$ cat config.mk
export PLATFORM = sky130hd
export DESIGN_NAME = dual_timer
export DESIGN_NICKNAME = d
export VERILOG_FILES = /design/src/rtl/tmr_pkg.sv /design/src/rtl/tmr_pin_sync.sv /design/src/rtl/tmr_step.sv /design/src/rtl/dual_timer.sv
export SDC_FILE = /design/constraint.sdc
export NUM_CORES = 1
export LEC_CHECK = 0
export ABC_AREA = 0
export BUFFER_PORTS_ARGS = -buffer_cell sky130_fd_sc_hd__buf_2
export CAP_MARGIN = 10
export CELL_PAD_IN_SITES_DETAIL_PLACEMENT = 1
export CELL_PAD_IN_SITES_GLOBAL_PLACEMENT = 1
export CORE_MARGIN = 8
export CORE_UTILIZATION = 45
export DETAILED_ROUTE_END_ITERATION = 10
export MAX_ROUTING_LAYER = met4
export PLACE_DENSITY_LB_ADDON = 0.1
export SLEW_MARGIN = 20
export SYNTH_ARGS = -nofsm -noshare
export SYNTH_HDL_FRONTEND = slang
export SYNTH_SLANG_ARGS = --single-unit
$ cat constraint.sdc
create_clock -name clk -period 2.15 [get_ports clk]
set_input_delay 0.3225 -clock clk [delete_from_list [all_inputs] [get_ports clk]]
set_output_delay 0.3225 -clock clk [all_outputs]
set_load 0.05 [all_outputs]
$ cat src/rtl/tmr_pkg.sv
package tmr_pkg;
  typedef enum logic [1:0] {
    MODE_13  = 2'b00,
    MODE_16  = 2'b01,
    MODE_RLD = 2'b10,
    MODE_SPL = 2'b11
  } tmr_mode_e;

  typedef struct packed {
    logic      gate;
    logic      sel;
    tmr_mode_e mode;
  } tmr_cfg_t;

  localparam int A_TL0  = 0;
  localparam int A_TH0  = 1;
  localparam int A_TL1  = 2;
  localparam int A_TH1  = 3;
  localparam int A_MODE = 4;
  localparam int A_CTRL = 5;
endpackage

$ cat src/rtl/tmr_pin_sync.sv
module tmr_pin_sync #(
  parameter int               WIDTH   = 4,
  parameter int               STAGES  = 2,
  parameter logic [WIDTH-1:0] RST_LVL = '0
) (
  input  logic             clk,
  input  logic             rst,
  input  logic [WIDTH-1:0] din,
  output logic [WIDTH-1:0] dout
);
  for (genvar i = 0; i < WIDTH; i++) begin : g_bit
    logic [STAGES-1:0] sr;
    always_ff @(posedge clk) begin
      if (rst) sr <= {STAGES{RST_LVL[i]}};
      else     sr <= {sr[STAGES-2:0], din[i]};
    end
    assign dout[i] = sr[STAGES-1];
  end
endmodule

$ cat src/rtl/tmr_step.sv
module tmr_step
  import tmr_pkg::*;
#(
  parameter int BYTE_W = 8,
  parameter int M0_LOW = 5
) (
  input  tmr_mode_e         mode,
  input  logic              inc,
  input  logic [BYTE_W-1:0] tl,
  input  logic [BYTE_W-1:0] th,
  output logic [BYTE_W-1:0] tl_nx,
  output logic [BYTE_W-1:0] th_nx,
  output logic              ovf
);
  logic [M0_LOW:0]     low_sum;
  logic [BYTE_W:0]     hi_sum;
  logic [BYTE_W:0]     lo_sum;
  logic [2*BYTE_W:0]   wide_sum;

  assign low_sum  = {1'b0, tl[M0_LOW-1:0]} + 1'b1;
  assign hi_sum   = {1'b0, th} + 1'b1;
  assign lo_sum   = {1'b0, tl} + 1'b1;
  assign wide_sum = {1'b0, th, tl} + 1'b1;

  always_comb begin
    tl_nx = tl;
    th_nx = th;
    ovf   = 1'b0;
    if (inc) begin
      case (mode)
        MODE_13: begin
          tl_nx = {tl[BYTE_W-1:M0_LOW], low_sum[M0_LOW-1:0]};
          if (low_sum[M0_LOW]) begin
            th_nx = hi_sum[BYTE_W-1:0];
            ovf   = hi_sum[BYTE_W];
          end
        end
        MODE_16: {ovf, th_nx, tl_nx} = wide_sum;
        MODE_RLD: begin
          if (lo_sum[BYTE_W]) begin
            tl_nx = th;
            ovf   = 1'b1;
          end else begin
            tl_nx = lo_sum[BYTE_W-1:0];
          end
        end
        default: ;
      endcase
    end
  end
endmodule

$ cat src/rtl/dual_timer.sv
module dual_timer
  import tmr_pkg::*;
#(
  parameter int BYTE_W      = 8,
  parameter int M0_LOW      = 5,
  parameter int SYNC_STAGES = 2,
  parameter int ADDR_W      = 3
) (
  input  logic              clk,
  input  logic              rst,
  input  logic              mc_tick,
  input  logic [1:0]        cnt_pin,
  input  logic [1:0]        gate_pin,
  input  logic              wr_en,
  input  logic [ADDR_W-1:0] addr,
  input  logic [BYTE_W-1:0] wr_data,
  input  logic [1:0]        irq_ack,
  output logic [BYTE_W-1:0] rd_data,
  output logic [1:0]        ovf_flag,
  output logic [1:0]        irq,
  output logic              t1_ovf_pulse
);
  localparam int CTRL_PAD = BYTE_W - 4;

  logic [BYTE_W-1:0] tl0, th0, tl1, th1;
  logic [7:0]        mode_q;
  logic              run0, run1;
  tmr_cfg_t          cfg0, cfg1;

  assign cfg0 = tmr_cfg_t'(mode_q[3:0]);
  assign cfg1 = tmr_cfg_t'(mode_q[7:4]);

  // pin synchronizers: gate pins reset low, count pins idle high
  logic [3:0] pin_lvl;
  tmr_pin_sync #(.WIDTH(4), .STAGES(SYNC_STAGES), .RST_LVL(4'b0011)) u_sync (
    .clk(clk), .rst(rst), .din({gate_pin, cnt_pin}), .dout(pin_lvl)
  );

  logic [1:0] cnt_prev, cnt_fall;
  always_ff @(posedge clk) begin
    if (rst) cnt_prev <= 2'b11;
    else     cnt_prev <= pin_lvl[1:0];
  end
  assign cnt_fall = cnt_prev & ~pin_lvl[1:0];

  // event and enable per timer
  logic inc0, inc1, th0_inc;
  assign inc0    = run0 & (~cfg0.gate | pin_lvl[2]) & (cfg0.sel ? cnt_fall[0] : mc_tick);
  assign inc1    = run1 & (~cfg1.gate | pin_lvl[3]) & (cfg1.sel ? cnt_fall[1] : mc_tick);
  assign th0_inc = run1 & mc_tick;

  logic [BYTE_W-1:0] s0_tl, s0_th, s1_tl, s1_th;
  logic              s0_ovf, s1_ovf;

  tmr_step #(.BYTE_W(BYTE_W), .M0_LOW(M0_LOW)) u_step0 (
    .mode(cfg0.mode), .inc(inc0), .tl(tl0), .th(th0),
    .tl_nx(s0_tl), .th_nx(s0_th), .ovf(s0_ovf)
  );
  tmr_step #(.BYTE_W(BYTE_W), .M0_LOW(M0_LOW)) u_step1 (
    .mode(cfg1.mode), .inc(inc1), .tl(tl1), .th(th1),
    .tl_nx(s1_tl), .th_nx(s1_th), .ovf(s1_ovf)
  );

  // split mode of timer 0: two free 8-bit counters
  logic              split0;
  logic [BYTE_W:0]   spl_lo, spl_hi;
  logic [BYTE_W-1:0] tl0_nx, th0_nx;
  logic              flag0_set, flag1_set;

  assign split0 = (cfg0.mode == MODE_SPL);
  assign spl_lo = {1'b0, tl0} + 1'b1;
  assign spl_hi = {1'b0, th0} + 1'b1;

  always_comb begin
    if (split0) begin
      tl0_nx    = inc0    ? spl_lo[BYTE_W-1:0] : tl0;
      th0_nx    = th0_inc ? spl_hi[BYTE_W-1:0] : th0;
      flag0_set = inc0 & spl_lo[BYTE_W];
      flag1_set = th0_inc & spl_hi[BYTE_W];
    end else begin
      tl0_nx    = s0_tl;
      th0_nx    = s0_th;
      flag0_set = s0_ovf;
      flag1_set = s1_ovf;
    end
  end

  logic wr_ctrl;
  assign wr_ctrl = wr_en && (addr == ADDR_W'(A_CTRL));

  always_ff @(posedge clk) begin
    if (rst) begin
      tl0 <= '0; th0 <= '0; tl1 <= '0; th1 <= '0;
      mode_q <= '0; run0 <= 1'b0; run1 <= 1'b0;
      ovf_flag <= '0; t1_ovf_pulse <= 1'b0; rd_data <= '0;
    end else begin
      tl0 <= tl0_nx; th0 <= th0_nx;
      tl1 <= s1_tl;  th1 <= s1_th;
      t1_ovf_pulse <= s1_ovf;
      if (wr_en) begin
        case (addr)
          ADDR_W'(A_TL0):  tl0 <= wr_data;
          ADDR_W'(A_TH0):  th0 <= wr_data;
          ADDR_W'(A_TL1):  tl1 <= wr_data;
          ADDR_W'(A_TH1):  th1 <= wr_data;
          ADDR_W'(A_MODE): mode_q <= wr_data[7:0];
          ADDR_W'(A_CTRL): begin run0 <= wr_data[0]; run1 <= wr_data[1]; end
          default: ;
        endcase
      end
      // flags: overflow set beats software write and acknowledge
      if (flag0_set)       ovf_flag[0] <= 1'b1;
      else if (wr_ctrl)    ovf_flag[0] <= wr_data[2];
      else if (irq_ack[0]) ovf_flag[0] <= 1'b0;
      if (flag1_set)       ovf_flag[1] <= 1'b1;
      else if (wr_ctrl)    ovf_flag[1] <= wr_data[3];
      else if (irq_ack[1]) ovf_flag[1] <= 1'b0;
      case (addr)
        ADDR_W'(A_TL0):  rd_data <= tl0;
        ADDR_W'(A_TH0):  rd_data <= th0;
        ADDR_W'(A_TL1):  rd_data <= tl1;
        ADDR_W'(A_TH1):  rd_data <= th1;
        ADDR_W'(A_MODE): rd_data <= BYTE_W'(mode_q);
        ADDR_W'(A_CTRL): rd_data <= {{CTRL_PAD{1'b0}}, ovf_flag[1], ovf_flag[0], run1, run0};
        default:         rd_data <= '0;
      endcase
    end
  end

  assign irq = ovf_flag;
endmodule

### Word level (Yosys, flattened, before mapping)

Cells that the tools add are included.

| storage, ports and cells | value |
|---|---|
| register bits | 63 |
| latch bits | 0 |
| bits in writable memories | 0 |
| memory bits (read-only) | 0 |
| memories kept | 0 |

| operators by class | value |
|---|---|
| $add $sub $neg | 8 |
| $mul | 0 |
| div/mod/pow operators | 0 |
| magnitude comparators | 0 |
| equality and inequality tests | 10 |
| shift-type cells | 0 |
| muxes and demuxes | 43 |
| bitwise operators | 13 |
| reduce and logical (&&, ||, !) cells | 8 |

Operators by type and width:

| operator | count |
|---|---|
| $mux 8 | 20 |
| $pmux 8 s3 | 2 |
| $pmux 8 s6 | 1 |
| $add 8x1->9 const B | 4 |
| $add 16x1->17 const B | 2 |
| $pmux 8 s2 | 2 |
| $mux 1 | 16 |
| $add 5x1->6 const B | 2 |
| $and 1x1->1 | 7 |
| $eq 2x2->1 const B | 3 |
| $eq 3x2->1 const B | 2 |
| $eq 3x3->1 const B | 2 |
| $pmux 1 s3 | 2 |
| $reduce_bool 3->1 | 2 |
| $eq 2x1->1 const B | 2 |
| $logic_not 2->1 | 2 |
| $reduce_and 2->1 | 2 |
| $eq 3x1->1 const B | 1 |
| $logic_not 3->1 | 1 |
| $and 2x2->2 | 1 |
| $not 1->1 | 2 |
| $not 2->2 | 1 |
| $or 1x1->1 | 2 |
| $logic_and 1x1->1 | 1 |

### Longest topological paths before layout

| depth | value |
|---|---|
| word-level depth | 8 |
| gate-level depth with buffers | 8 |
| gate-level depth less buffers | 6 |

### Cells and area by module

Synthesis repeated with hierarchy kept, for this count alone.

| second synthesis, totals | value |
|---|---|
| cell total of the unflattened synthesis | 561 |
| area, all modules | 4424.2 um2 |

By module, submodules not included:

| module | instances | cells an instance | area an instance (um2) | seq. area each (um2) |
|---|---|---|---|---|
| dual_timer | 1 | 331 | 2780.2 | 1101.1 |
| tmr_step | 2 | 105 | 701.9 | 0.0 |
| tmr_pin_sync | 1 | 20 | 240.2 | 160.2 |

### Worst setup path before layout

No wires, ideal clock.

| path | value |
|---|---|
| path kind | reg-to-reg |
| start point | reg tl1[0] |
| end point | reg tl1[0] |
| library setup time | 0.132 ns |
| arrival | 1.728 ns |
| path slack | 0.290 ns |
| stages on the path, launching flop included | 8 |
| clock period less this slack | 1.860 ns |
| cell sequence | dfxtp_1 ha_1 and4_1 clkbuf_1 a211oi_1 a311o_1 a221oi_1 nor3_1 |

| on the way | value |
|---|---|
| cells in the longest elaborated chain, start to end | 6 |

Ends and longest elaborated chain:

| what | line | source |
|---|---|---|
| start: declaration | dual_timer.sv:25 | `logic [BYTE_W-1:0] tl0, th0, tl1, th1;` |
| start signal: assignment | dual_timer.sv:98 | `tl1 <= s1_tl; th1 <= s1_th;` |
| start signal: assignment | dual_timer.sv:104 | `ADDR_W'(A_TL1): tl1 <= wr_data;` |
| $add 8x1->9 | tmr_step.sv:22 | `assign lo_sum = {1'b0, tl} + 1'b1;` |
| $mux 8 | tmr_step.sv:40 | `if (lo_sum[BYTE_W]) begin` |
| $pmux 8 s3 | tmr_step.sv:30 | `case (mode)` |
| $mux 8 (*) | tmr_step.sv:29 | `if (inc) begin` |
| $mux 8 | dual_timer.sv:101 | `case (addr)` |
| $mux 8 (*) | dual_timer.sv:100 | `if (wr_en) begin` |

Every way passes the cells marked *; elsewhere a longest branch is shown, timed or not.
A chain may end at the register's enable or synchronous reset.

### Final worst setup path

| path | value |
|---|---|
| start point | reg tl0[0] |
| end point | reg th0[6] |

| on the way | value |
|---|---|
| cells in the longest elaborated chain, start to end | 7 |

Ends and longest elaborated chain:

| what | line | source |
|---|---|---|
| start: declaration | dual_timer.sv:25 |  |
| start signal: assignment | dual_timer.sv:97 | `tl0 <= tl0_nx; th0 <= th0_nx;` |
| start signal: assignment | dual_timer.sv:102 | `ADDR_W'(A_TL0): tl0 <= wr_data;` |
| parallel branches: the longest is 2 deep, another holds $add 16x1->17 | -- |  |
| $pmux 8 s2 (*) | tmr_step.sv:30 |  |
| $mux 8 (*) | tmr_step.sv:29 |  |
| $mux 8 (*) | dual_timer.sv:75 | `if (split0) begin` |
| $mux 8 | dual_timer.sv:101 |  |
| $mux 8 (*) | dual_timer.sv:100 |  |
| end signal: assignment | dual_timer.sv:97 |  |
| end signal: assignment | dual_timer.sv:103 | `ADDR_W'(A_TH0): th0 <= wr_data;` |
| end: declaration | dual_timer.sv:25 |  |

Every way passes the cells marked *.

==> results.ini <==
[finish]
final_net_count = 589
layout_common_cells = 68 x nor2_1, 63 x dfxtp_1, 37 x buf_4, 33 x buf_2, 28 x nand2_1
design_area_um2 = 4870
register_area_um2 = 1260
fin_util = 0.534
final_common_cell = nor2_1
multi_input_area_um2 = 2720
insertedDiodeCount = 0
drive_gt1_frac = 0.207
syn_to_final_growth_pct = 16.4
fill_cells = 1110

[pwr]
internal_power_uw = 2040
ir_drop_mv = 0.344
swShare = 0.288
pwr-share-seq = 0.441
leakage_uw = 0.00178
powerDensity_nw_per_um2 = 589
switchingPower_uw = 827
power_frac_comb = 0.125
pwr-share-clk = 0.434

[clocking]
clock_sinks = 63
cts_hold_buf = 0
cts_max_level = 3
root_buffer = clkbuf_8
tritoncts = built
clk_pin_slew_ps = 80
clk_latency_ps = 360
cts_buffers = 9
clockBufferDepth = 2

[placed_design]
gp_congestion = 0.920
hpwl_um = 11700
dp_slack_ps = 78.1
place_area_um2 = 4620
numPortBuffers = 33

[floorplan]
die_y_um = 112
start_util = 0.459
die_w_um = 112
dieArea_um2 = 12600
num_io_pins = 34
fp-row-count = 35
core_area_um2 = 9110

[critical_path]
cp-start-kind = register
required_ps = 2410
cp.arrival_ps = 2290
rr_startpoint = tl0[0]
crit_start = tl0[0]
cp_cell_sequence = ha_2 > nand4_2 > nor2_2 > a221oi_1 > or4_1 > a311oi_1
slowest_stage = or4_1
criticalPathCategory = reg -> reg
max_stage_delay_ps = 520
end_kind = register
crit_fanout = 5

[routing]
drtIter0Drc = 305
antenna_left = 0
drc_errors = 0
avgRoutedWirePerCell_um = 23.4
num_vias = 4447
drt-vias-per-instance = 6.54
routed_wirelength_um = 15900
dr.pass1.iters = 5

[yosys]
synth_nets = 550
yosysWarnings = 0
synth_top_flop_cell = dfxtp_1
synthArstFlopShare = 0
synth-seq-cells = 63
synthCells = 525
ys_seq_area_frac = 0.302
synth_area_um2 = 4180
avgSynthCellArea_um2 = 7.96
synth_edf_count = 0
synth.distinct_cells = 72

[sta]
rsz0062_at_grt = no
setup_ws_ps = 120
fmax_mhz = 493
finalSetupTns_ps = 0
min_period_ps = 2030
slew-limit-headroom = 0.605
worst_slew_pin_slew_ps = 590
setup_violations = 0
hold_slack_ps = 143
fin_crit_sh = 0.944
finalHoldViolCount = 0
finalMaxSlewViolations = 0
fin_worst_skew_ps = 10.1

[flow_run]
drv_cap = 0

[hold_path]
hold_start = cnt_pin[1]
hp-class = in -> reg

[global_route]
antenna_found_initial = 0
grt_pass1_wl_um = 25300
grt-ovfl-total = 0
grt_start_max_net_pins = 52
grt_pass1_vias = 4480
grtUsageTotal = 0.260

[status]
status = complete, no violations

[cells in the mapped netlist (all sizes together) (5+ instances only)]
master   number  share of area
a21oi        17          0.020
a22oi         9          0.016
nand4        12          0.019
nand3        25          0.032
nor2b        12          0.018
a31oi        10          0.015
and3          7          0.010
dfxtp        63           0.30
mux2i        24          0.057
nor2         73          0.068
o21ai        20          0.024
a211oi       15          0.027
xor2          8          0.017
nor3         12          0.016
or2           9          0.013
clkbuf       25          0.023
o2111ai       5          0.010
buf          19          0.023
and2          8          0.012
mux2          7          0.019
nand2        28          0.025
nand2b        6         0.0090
a311oi       13          0.027
nor4          8          0.012
a221oi        5          0.010
inv           9         0.0081
[final timing paths]
path,endpoint,slack (ps),cells past startpoint
setup reg to reg,th0[6],120,6
setup / recovery,th0[6],120,6
hold reg to reg,u_sync.g_bit[1].sr[1],420,1
hold / removal,u_sync.g_bit[1].sr[0],140,2
[sequential cells by signal (all words and copies together), names as in the netlist]
name	count
run1	1
cnt_prev	2
th0	8
th1	8
u_sync.g_bit.sr	8
rd_data	8
tl1	8
t1_ovf_pulse	1
mode_q	8
run0	1
irq	2
tl0	8
[critical path, delay by kind of cell (launching register included)]
family	cells	cell delay, ps
simple gates	3	900
flops	1	420
fa+ha+maj	1	270
compound gates	2	350
[final cells by class]
type,count,area share
well taps,111,0.0285
multi-input cells,408,0.558
flip-flops and latches,63,0.259
clock inverters,6,0.0193
repair buffers,72,0.0992
clock buffers,10,0.0283
inverters,10,0.00771
[stage by stage]
| step | std cells | power, uW |
|---|---|---|
| 3_5_place_dp | 664 | 1640 |
| 6_report | 680 | 2870 |
| 4_1_cts | 680 | 2880 |
| 3_3_place_gp | 664 | 1630 |
| 2_1_floorplan | 525 | 1500 |
| 5_1_grt | 680 | 2950 |
[metal layers]
layer | GRT usage | share of wire
met1 | 0.304 | 0.41
met2 | 0.433 | 0.50
met3 | 0.0440 | 0.057
met4 | 0.110 | 0.034
met5 | - | 0
[repair_timing]
item                       CTS  global route
setup endpoints to repair    0             7
gates resized for setup      0             5
setup buffers                0             0
[kinds of logic (layout without fill, tap and decap cells)]
kind of cell / after synthesis / in the layout / share of synthesized area
multiplexers: 34 / 34 / 0.0925
AND/OR/NAND/NOR: 215 / 215 / 0.263
AO/OA/AOI/OAI: 144 / 144 / 0.253
buffers and inverters: 54 / 98 / 0.0545
flip-flops: 63 / 63 / 0.302
XOR/XNOR: 11 / 11 / 0.0230
adder cells (fa/ha/maj): 4 / 4 / 0.0120
[power groups by stage]
stage,Combinational (uW),Clock [uW],Sequential (uW)
floorplan,217,0,1280
global placement,340,0,1290
detailed placement,351,0,1290
CTS,353,1260,1260
global route,385,1300,1270
finish,357,1240,1270
Power figures use the tool's default switching activity.
